===== src/rtl/smul_pkg.sv =====
package smul_pkg;
  // Result width for a given operand width.
  function automatic int prod_width(input int w);
    return 2 * w;
  endfunction

  // Width of the multiplier bit index.
  function automatic int idx_width(input int w);
    return (w > 1) ? $clog2(w) : 1;
  endfunction
endpackage


===== src/rtl/smul_ctrl.sv =====
module smul_ctrl #(
  parameter int W  = 4,
  parameter int CW = smul_pkg::idx_width(W)
) (
  input  logic          clk_i,
  input  logic          rst_ni,
  input  logic          start_i,
  output logic          accept_o,
  output logic          busy_o,
  output logic          done_o,
  output logic [CW-1:0] idx_o
);
  localparam logic [CW-1:0] LAST_IDX = CW'(W - 1);

  logic last;

  assign accept_o = start_i && !busy_o;
  assign last     = busy_o && (idx_o == LAST_IDX);

  always_ff @(posedge clk_i or negedge rst_ni) begin
    if (!rst_ni) begin
      busy_o <= 1'b0;
      done_o <= 1'b0;
      idx_o  <= '0;
    end else begin
      done_o <= 1'b0;
      if (accept_o) begin
        busy_o <= 1'b1;
        idx_o  <= '0;
      end else if (busy_o) begin
        if (last) begin
          busy_o <= 1'b0;
          done_o <= 1'b1;
        end else begin
          idx_o <= idx_o + 1'b1;
        end
      end
    end
  end


  accept_chk: assert property (@(posedge clk_i) disable iff (!rst_ni)
    accept_o |=> busy_o && (idx_o == '0));


  busy_advance_chk: assert property (@(posedge clk_i) disable iff (!rst_ni)
    (busy_o && !last) |=> busy_o && (idx_o == $past(idx_o) + 1'b1));


  done_after_last_chk: assert property (@(posedge clk_i) disable iff (!rst_ni)
    last |=> done_o && !busy_o);


  done_pulse_chk: assert property (@(posedge clk_i) disable iff (!rst_ni)
    done_o |=> !done_o);
endmodule


===== src/rtl/smul_pp_gen.sv =====
module smul_pp_gen #(
  parameter int W  = 4,
  parameter int CW = smul_pkg::idx_width(W),
  parameter int P  = smul_pkg::prod_width(W)
) (
  input  logic [W-1:0]  mcand_i,
  input  logic [W-1:0]  mplier_i,
  input  logic [CW-1:0] idx_i,
  output logic [P-1:0]  pp_o
);
  logic [P-1:0] mc_ext;
  logic [P-1:0] cand [W];

  assign mc_ext = P'($signed(mcand_i));

  for (genvar g = 0; g < W; g++) begin : g_pp
    logic [P-1:0] shifted;
    assign shifted = mc_ext << g;
    if (g == W - 1) begin : g_neg
      // sign bit weighs -2^(W-1)
      assign cand[g] = mplier_i[g] ? (~shifted + 1'b1) : '0;
    end else begin : g_pos
      assign cand[g] = mplier_i[g] ? shifted : '0;
    end
  end

  always_comb begin
    pp_o = '0;
    for (int i = 0; i < W; i++) begin
      if (idx_i == CW'(i)) pp_o = cand[i];
    end
  end
endmodule


===== src/rtl/smul_acc.sv =====
module smul_acc #(
  parameter int P = 8
) (
  input  logic         clk_i,
  input  logic         rst_ni,
  input  logic         clr_i,
  input  logic         en_i,
  input  logic [P-1:0] addend_i,
  output logic [P-1:0] acc_o
);
  always_ff @(posedge clk_i or negedge rst_ni) begin
    if (!rst_ni)    acc_o <= '0;
    else if (clr_i) acc_o <= '0;
    else if (en_i)  acc_o <= acc_o + addend_i;  // carry out dropped
  end


  acc_hold_chk: assert property (@(posedge clk_i) disable iff (!rst_ni)
    (!clr_i && !en_i) |=> $stable(acc_o));
endmodule


===== src/rtl/signed_seq_mult.sv =====
module signed_seq_mult #(
  parameter int W = 4,
  localparam int P  = smul_pkg::prod_width(W),
  localparam int CW = smul_pkg::idx_width(W)
) (
  input  logic         clk_i,
  input  logic         rst_ni,
  input  logic         start_i,
  input  logic [W-1:0] mcand_i,
  input  logic [W-1:0] mplier_i,
  output logic         busy_o,
  output logic         done_o,
  output logic [P-1:0] product_o
);
  logic          accept;
  logic [CW-1:0] idx;
  logic [W-1:0]  mcand_q, mplier_q;
  logic [P-1:0]  pp;

  always_ff @(posedge clk_i or negedge rst_ni) begin
    if (!rst_ni) begin
      mcand_q  <= '0;
      mplier_q <= '0;
    end else if (accept) begin
      mcand_q  <= mcand_i;
      mplier_q <= mplier_i;
    end
  end

  smul_ctrl #(.W(W), .CW(CW)) u_ctrl (
    .clk_i    (clk_i),
    .rst_ni   (rst_ni),
    .start_i  (start_i),
    .accept_o (accept),
    .busy_o   (busy_o),
    .done_o   (done_o),
    .idx_o    (idx)
  );

  smul_pp_gen #(.W(W), .CW(CW), .P(P)) u_pp (
    .mcand_i  (mcand_q),
    .mplier_i (mplier_q),
    .idx_i    (idx),
    .pp_o     (pp)
  );

  smul_acc #(.P(P)) u_acc (
    .clk_i    (clk_i),
    .rst_ni   (rst_ni),
    .clr_i    (accept),
    .en_i     (busy_o),
    .addend_i (pp),
    .acc_o    (product_o)
  );

  logic signed [P-1:0] ref_prod;
  assign ref_prod = $signed(P'($signed(mcand_q))) * $signed(P'($signed(mplier_q)));


  product_chk: assert property (@(posedge clk_i) disable iff (!rst_ni)
    done_o |-> ($signed(product_o) == ref_prod));


  operand_hold_chk: assert property (@(posedge clk_i) disable iff (!rst_ni)
    busy_o |=> $stable(mcand_q) && $stable(mplier_q));
endmodule


===== config.mk =====
export PLATFORM = sky130hd
export DESIGN_NAME = signed_seq_mult
export DESIGN_NICKNAME = d
export VERILOG_FILES = /design/src/rtl/smul_pkg.sv /design/src/rtl/smul_ctrl.sv /design/src/rtl/smul_pp_gen.sv /design/src/rtl/smul_acc.sv /design/src/rtl/signed_seq_mult.sv
export SDC_FILE = /design/constraint.sdc
export NUM_CORES = 1
export LEC_CHECK = 0
export ABC_AREA = 1
export BUFFER_PORTS_ARGS = -buffer_cell sky130_fd_sc_hd__clkbuf_2
export CAP_MARGIN = 0
export CORE_MARGIN = 3
export CORE_UTILIZATION = 56
export CTS_BUF_LIST = sky130_fd_sc_hd__clkbuf_16
export CTS_CLUSTER_SIZE = 14
export DETAILED_ROUTE_END_ITERATION = 12
export GPL_ROUTABILITY_DRIVEN = 0
export PLACE_DENSITY = 0.79
export SYNTH_ARGS = -nofsm -noshare
export SYNTH_HDL_FRONTEND = slang
export SYNTH_SLANG_ARGS = --single-unit

===== constraint.sdc =====
create_clock -name clk_i -period 2.3 [get_ports clk_i]
set_input_delay 0.23 -clock clk_i [delete_from_list [all_inputs] [get_ports clk_i]]
set_output_delay 0.23 -clock clk_i [all_outputs]
set_load 0.03 [all_outputs]

Word level (Yosys, flattened, before mapping):

Cells that the tools add are included.

* input port bits: 11
* register bits after elaboration: 20
* word-level logic and storage cells: 39

* reductions and logical operators: 6
* bitwise operators: 1
* muxes and demuxes: 19
* $add $sub $neg: 3
* equality and inequality tests: 4

Operators by type and width (number)
* $mux W8: 10
* $add A8 B1 Y8 const B: 1
* $add A8 B8 Y8: 1
* $not A8 Y8: 1
* $mux W1: 6
* $mux W2: 3
* $eq A2 B2 Y1 const B: 2
* $add A2 B1 Y2 const B: 1
* $eq A2 B1 Y1 const B: 1
* $logic_and A1 B1 Y1: 2
* $logic_not A2 Y1: 1
* $ne A2 B2 Y1 const B: 1
* $reduce_and A2 Y1: 1
* $reduce_bool A2 Y1: 1
* $logic_not A1 Y1: 1

Logic depth before layout (Yosys ltp):

* depth after elaboration: 8
* depth in mapped cells: 17
* gate-level depth less buffers: 17

Modules after synthesis:

Synthesis repeated with hierarchy kept, for this count alone.

* cells, all modules: 187
* area, all modules: 1350.0 um^2

Modules (own cells, without submodules)
* smul_acc: times used 1, area each 621.8 um^2, cells an instance 80, seq. area each 200.2 um^2
* signed_seq_mult: times used 1, area each 305.3 um^2, cells an instance 34, seq. area each 200.2 um^2
* smul_pp_gen: times used 1, area each 247.7 um^2, cells an instance 54, seq. area each 0.0 um^2
* smul_ctrl: times used 1, area each 175.2 um^2, cells an instance 19, seq. area each 100.1 um^2

Worst setup path before layout:

Ideal clock, no wire load.

* path kind: register to register
* start: reg u_ctrl.idx_o[0]
* end: reg u_acc.acc_o[4]
* buffers on the path: 0
* data required time: 2.177 ns
* arrival: 1.957 ns
* stages on the path, launching flop included: 14
* clock period less this slack: 2.080 ns
* slack: 0.220 ns
* cells stage by stage: dfrtp_1 -> inv_1 -> ha_1 -> inv_1 -> nand2_1 -> nor4_1 -> ha_1 -> fa_1 -> nand2_1 -> inv_1 -> o21ai_0 -> nand2_1 -> o21ai_0 -> nand2_1

* cells in the longest elaborated chain, start to end: 8

Ends and longest elaborated chain
* start, declared: line smul_ctrl.sv:11 `output logic [CW-1:0] idx_o`
* start signal, assigned: line smul_ctrl.sv:35 `idx_o <= idx_o + 1'b1;`
* $logic_not A2 Y1: line smul_pp_gen.sv:30 `if (idx_i == CW'(i)) pp_o = cand[i];`
* $mux W8 (3 in series): line smul_pp_gen.sv:30
* $mux W8 (*): line smul_pp_gen.sv:30
* $add A8 B8 Y8 (*): line smul_acc.sv:14 `else if (en_i) acc_o <= acc_o + addend_i;`
* $mux W8 (*): line smul_acc.sv:14
* $mux W8 (*): line smul_acc.sv:13 `else if (clr_i) acc_o <= '0;`
* end signal, assigned: line smul_acc.sv:14
* end, declared: line smul_acc.sv:9 `output logic [P-1:0] acc_o`

Every way passes the cells marked *; elsewhere a longest branch is shown, timed or not. The select of a mux whose other input is x is not followed.
A chain may end at the register's enable or synchronous reset.

Worst setup path after layout:

Ends and elaborated chain as after synthesis.

==> results.ini <==
[final_layout]
num_antenna_cells = 0
seq_area_um2 = 500
layout.nets = 239
multi_input_area_um2 = 916
post-route-util_pct = 79.8
layout_commonest_cell = nand2_1
n_fill_cell = 147
syn2layout_area_growth_pct = 32.1
drive_above_1_share_pct = 34.7
layout_common_cells = 47 x nand2_1, 20 x inv_1, 20 x clkbuf_2, 20 x dfrtp_1

[clock_network]
htreeDepth = 1
clk_pin_slew_worst_paths_ns = 0.06
cts_tree = built
clock_sinks = 20
cts_root_buffer = clkbuf_16
clk_latency_ns = 0.25
cts_made_buffers = 3
clk_path_buf_depth = 2

[drt]
drtIter0Drc = 66
post_drt_wl_per_cell_um = 15.3
wl_um = 3690
ant_nets = 0
drcViolationCount = 0
vias_per_cell = 5.73
first_pass_iters = 4
via_count = 1380

[sta]
min_period_ns = 2.41
tightest_slew_ns = 0.502
layout_setup_ws_ns = -0.110
fin_crit_sh_pct = 105
drv_slew = 0
hold_viol_final = 0
maxSlewHeadroom_pct = 66.6
max_freq_mhz = 415
rsz0062_at_grt = yes
finalClockSkew_ns = 0.00368
setup_violations = 2

[setup_path]
start_kind = register
cpMaxStageDelayCell = dfrtp_1
crit_path_max_incr_delay_ns = 0.40
cp_common_cell = nand2_1
path_max_fanout = 4
critPathRequiredTime_ns = 2.49
cp-end-kind = register
worstPathCellList = inv_2, ha_4, nand2_4, nor3_2, a31oi_1, a211oi_2, ha_4, nand2_1, inv_1, o21ai_2, nand2_1, a21oi_2, o21ai_1, nand2_1
arrival_ns = 2.60
path_class = reg2reg

[yosys]
syn_nets = 206
synth_area_um2 = 1380
synth_seq_area_share_pct = 36.4
avgSynthCellArea_um2 = 7.56
synthCells = 182
yosysUniqueCellTypes = 30
async_flop_share_pct = 100
ys_warn_count = 0
synth-main-ff-cell = dfrtp_1
synth-edff-count = 0
ys_ff_latch = 20

[floorplanning]
start_util_pct = 60.4
die_h_um = 55.6
die_area_um2 = 3090
die-width_um = 55.6
coreArea_um2 = 2280
io_pins = 21
placementRows = 17

[hold_path]
hold_class = in2reg

[run_status]
violations = negative setup slack
status = finished with violations

[global_routing]
grt_overflow = 0
grt_first_pass_wirelength_um = 5760
grt_pass1_vias = 1280
antenna_found_initial = 0
grt_max_degree = 21
grt_use_total_pct = 23.3

[placed_design]
dp_hpwl_um = 2370
numPortBuffers = 20

[run]
drv_cap = 0

[worst paths after layout]
check / start / to / slack (ns) / cells after the start
min in group asynchronous: rst_ni / u_acc.acc_o[3] / 0.47 / 2
worst max register to register: u_ctrl.idx_o[0] / u_acc.acc_o[4] / -0.11 / 14
max in group asynchronous: rst_ni / u_ctrl.idx_o[0] / 1.49 / 2
worst min-delay path: mplier_i[2] / mplier_q[2] / 0.18 / 3
worst min register to register: u_acc.acc_o[5] / u_acc.acc_o[5] / 0.54 / 2
worst max-delay path: u_ctrl.idx_o[0] / u_acc.acc_o[4] / -0.11 / 14
[sequential cells by signal, indices dropped and copies added (netlist names)]
signal	cells
u_ctrl.busy_o	1
u_acc.acc_o	8
u_ctrl.idx_o	2
mcand_q	4
u_ctrl.done_o	1
mplier_q	4
[repair_timing]
| action | 4_1_cts | 5_1_grt |
|---|---|---|
| hold buffers | 1 | 0 |
| buffers inserted | 4 | 3 |
| hold endpoints to repair | 20 | 0 |
| resized for setup | 20 | 24 |
| setup endpoints to repair | 4 | 6 |
| pin swaps | 10 | 13 |
[logic make-up (layout without fill, tap and decap cells)]
group | count (synthesis) | count (layout) | share of synthesized area (%)
and+or+nand+nor | 82 | 82 | 26.0
AOI/OAI and AO/OA | 37 | 37 | 16.1
buffers and inverters | 30 | 61 | 9.10
DFF | 20 | 20 | 36.4
adders and majority gates | 13 | 13 | 12.4
[stage by stage]
step,std cells,hold slack [ns],worst slack (ns),instance area (µm²),setup TNS [ns]
6_report,241,0.177,-0.110,1820,-0.116
4_1_cts,238,0.178,0.00177,1690,0
2_1_floorplan,182,-0.0656,0.220,1380,0
3_5_place_dp,230,0.217,-0.252,1510,-0.643
5_1_grt,241,0.191,-0.127,1820,-0.469
3_3_place_gp,230,0.211,-0.0420,1510,-0.0594
[critical path: cells and delay by family, from the launching register on]
family,cells,cell delay (ns)
AOI/OAI and AO/OA,5,0.81
adders and majority gates,2,0.45
buffers and inverters,2,0.19
DFF,1,0.40
and+or+nand+nor,5,0.52
[per-layer routing]
| layer | track usage [%] | vias to the layer above | part of all wire (%) |
|---|---|---|---|
| met5 | 0 | - | 0 |
| met4 | 7.64 | 0 | 2.3 |
| met3 | 3.50 | 11 | 5.4 |
| met2 | 40.2 | 69 | 52 |
| met1 | 29.6 | 642 | 41 |
| li1 | - | 658 | - |
[final cells by class]
class / instances / area share (%)
Tap cell: 28 / 1.93
Clock buffer: 3 / 4.13
Multi-Input combinational cell: 132 / 50.4
Timing Repair Buffer: 31 / 10.4
Sequential cell: 20 / 27.5
Inverter: 27 / 5.58
[cell usage after synthesis, types with 2 or more instances]
cell	count	share of area [%]
dfrtp_1	20	36
a22o_1	2	1.3
inv_1	25	6.8
ha_1	12	11
a31oi_1	4	1.8
o21ai_1	4	1.5
nand2_1	51	14
a21oi_1	7	2.5
inv_2	2	0.55
nor3_1	3	1.1
nor2_1	7	1.9
nand2_2	3	1.4
o21ai_0	14	5.1
nand3_1	12	4.4
Power is left out: the tool's default activity adds up to more than one toggle a clock period on the data nets, which glitch-free logic cannot reach.
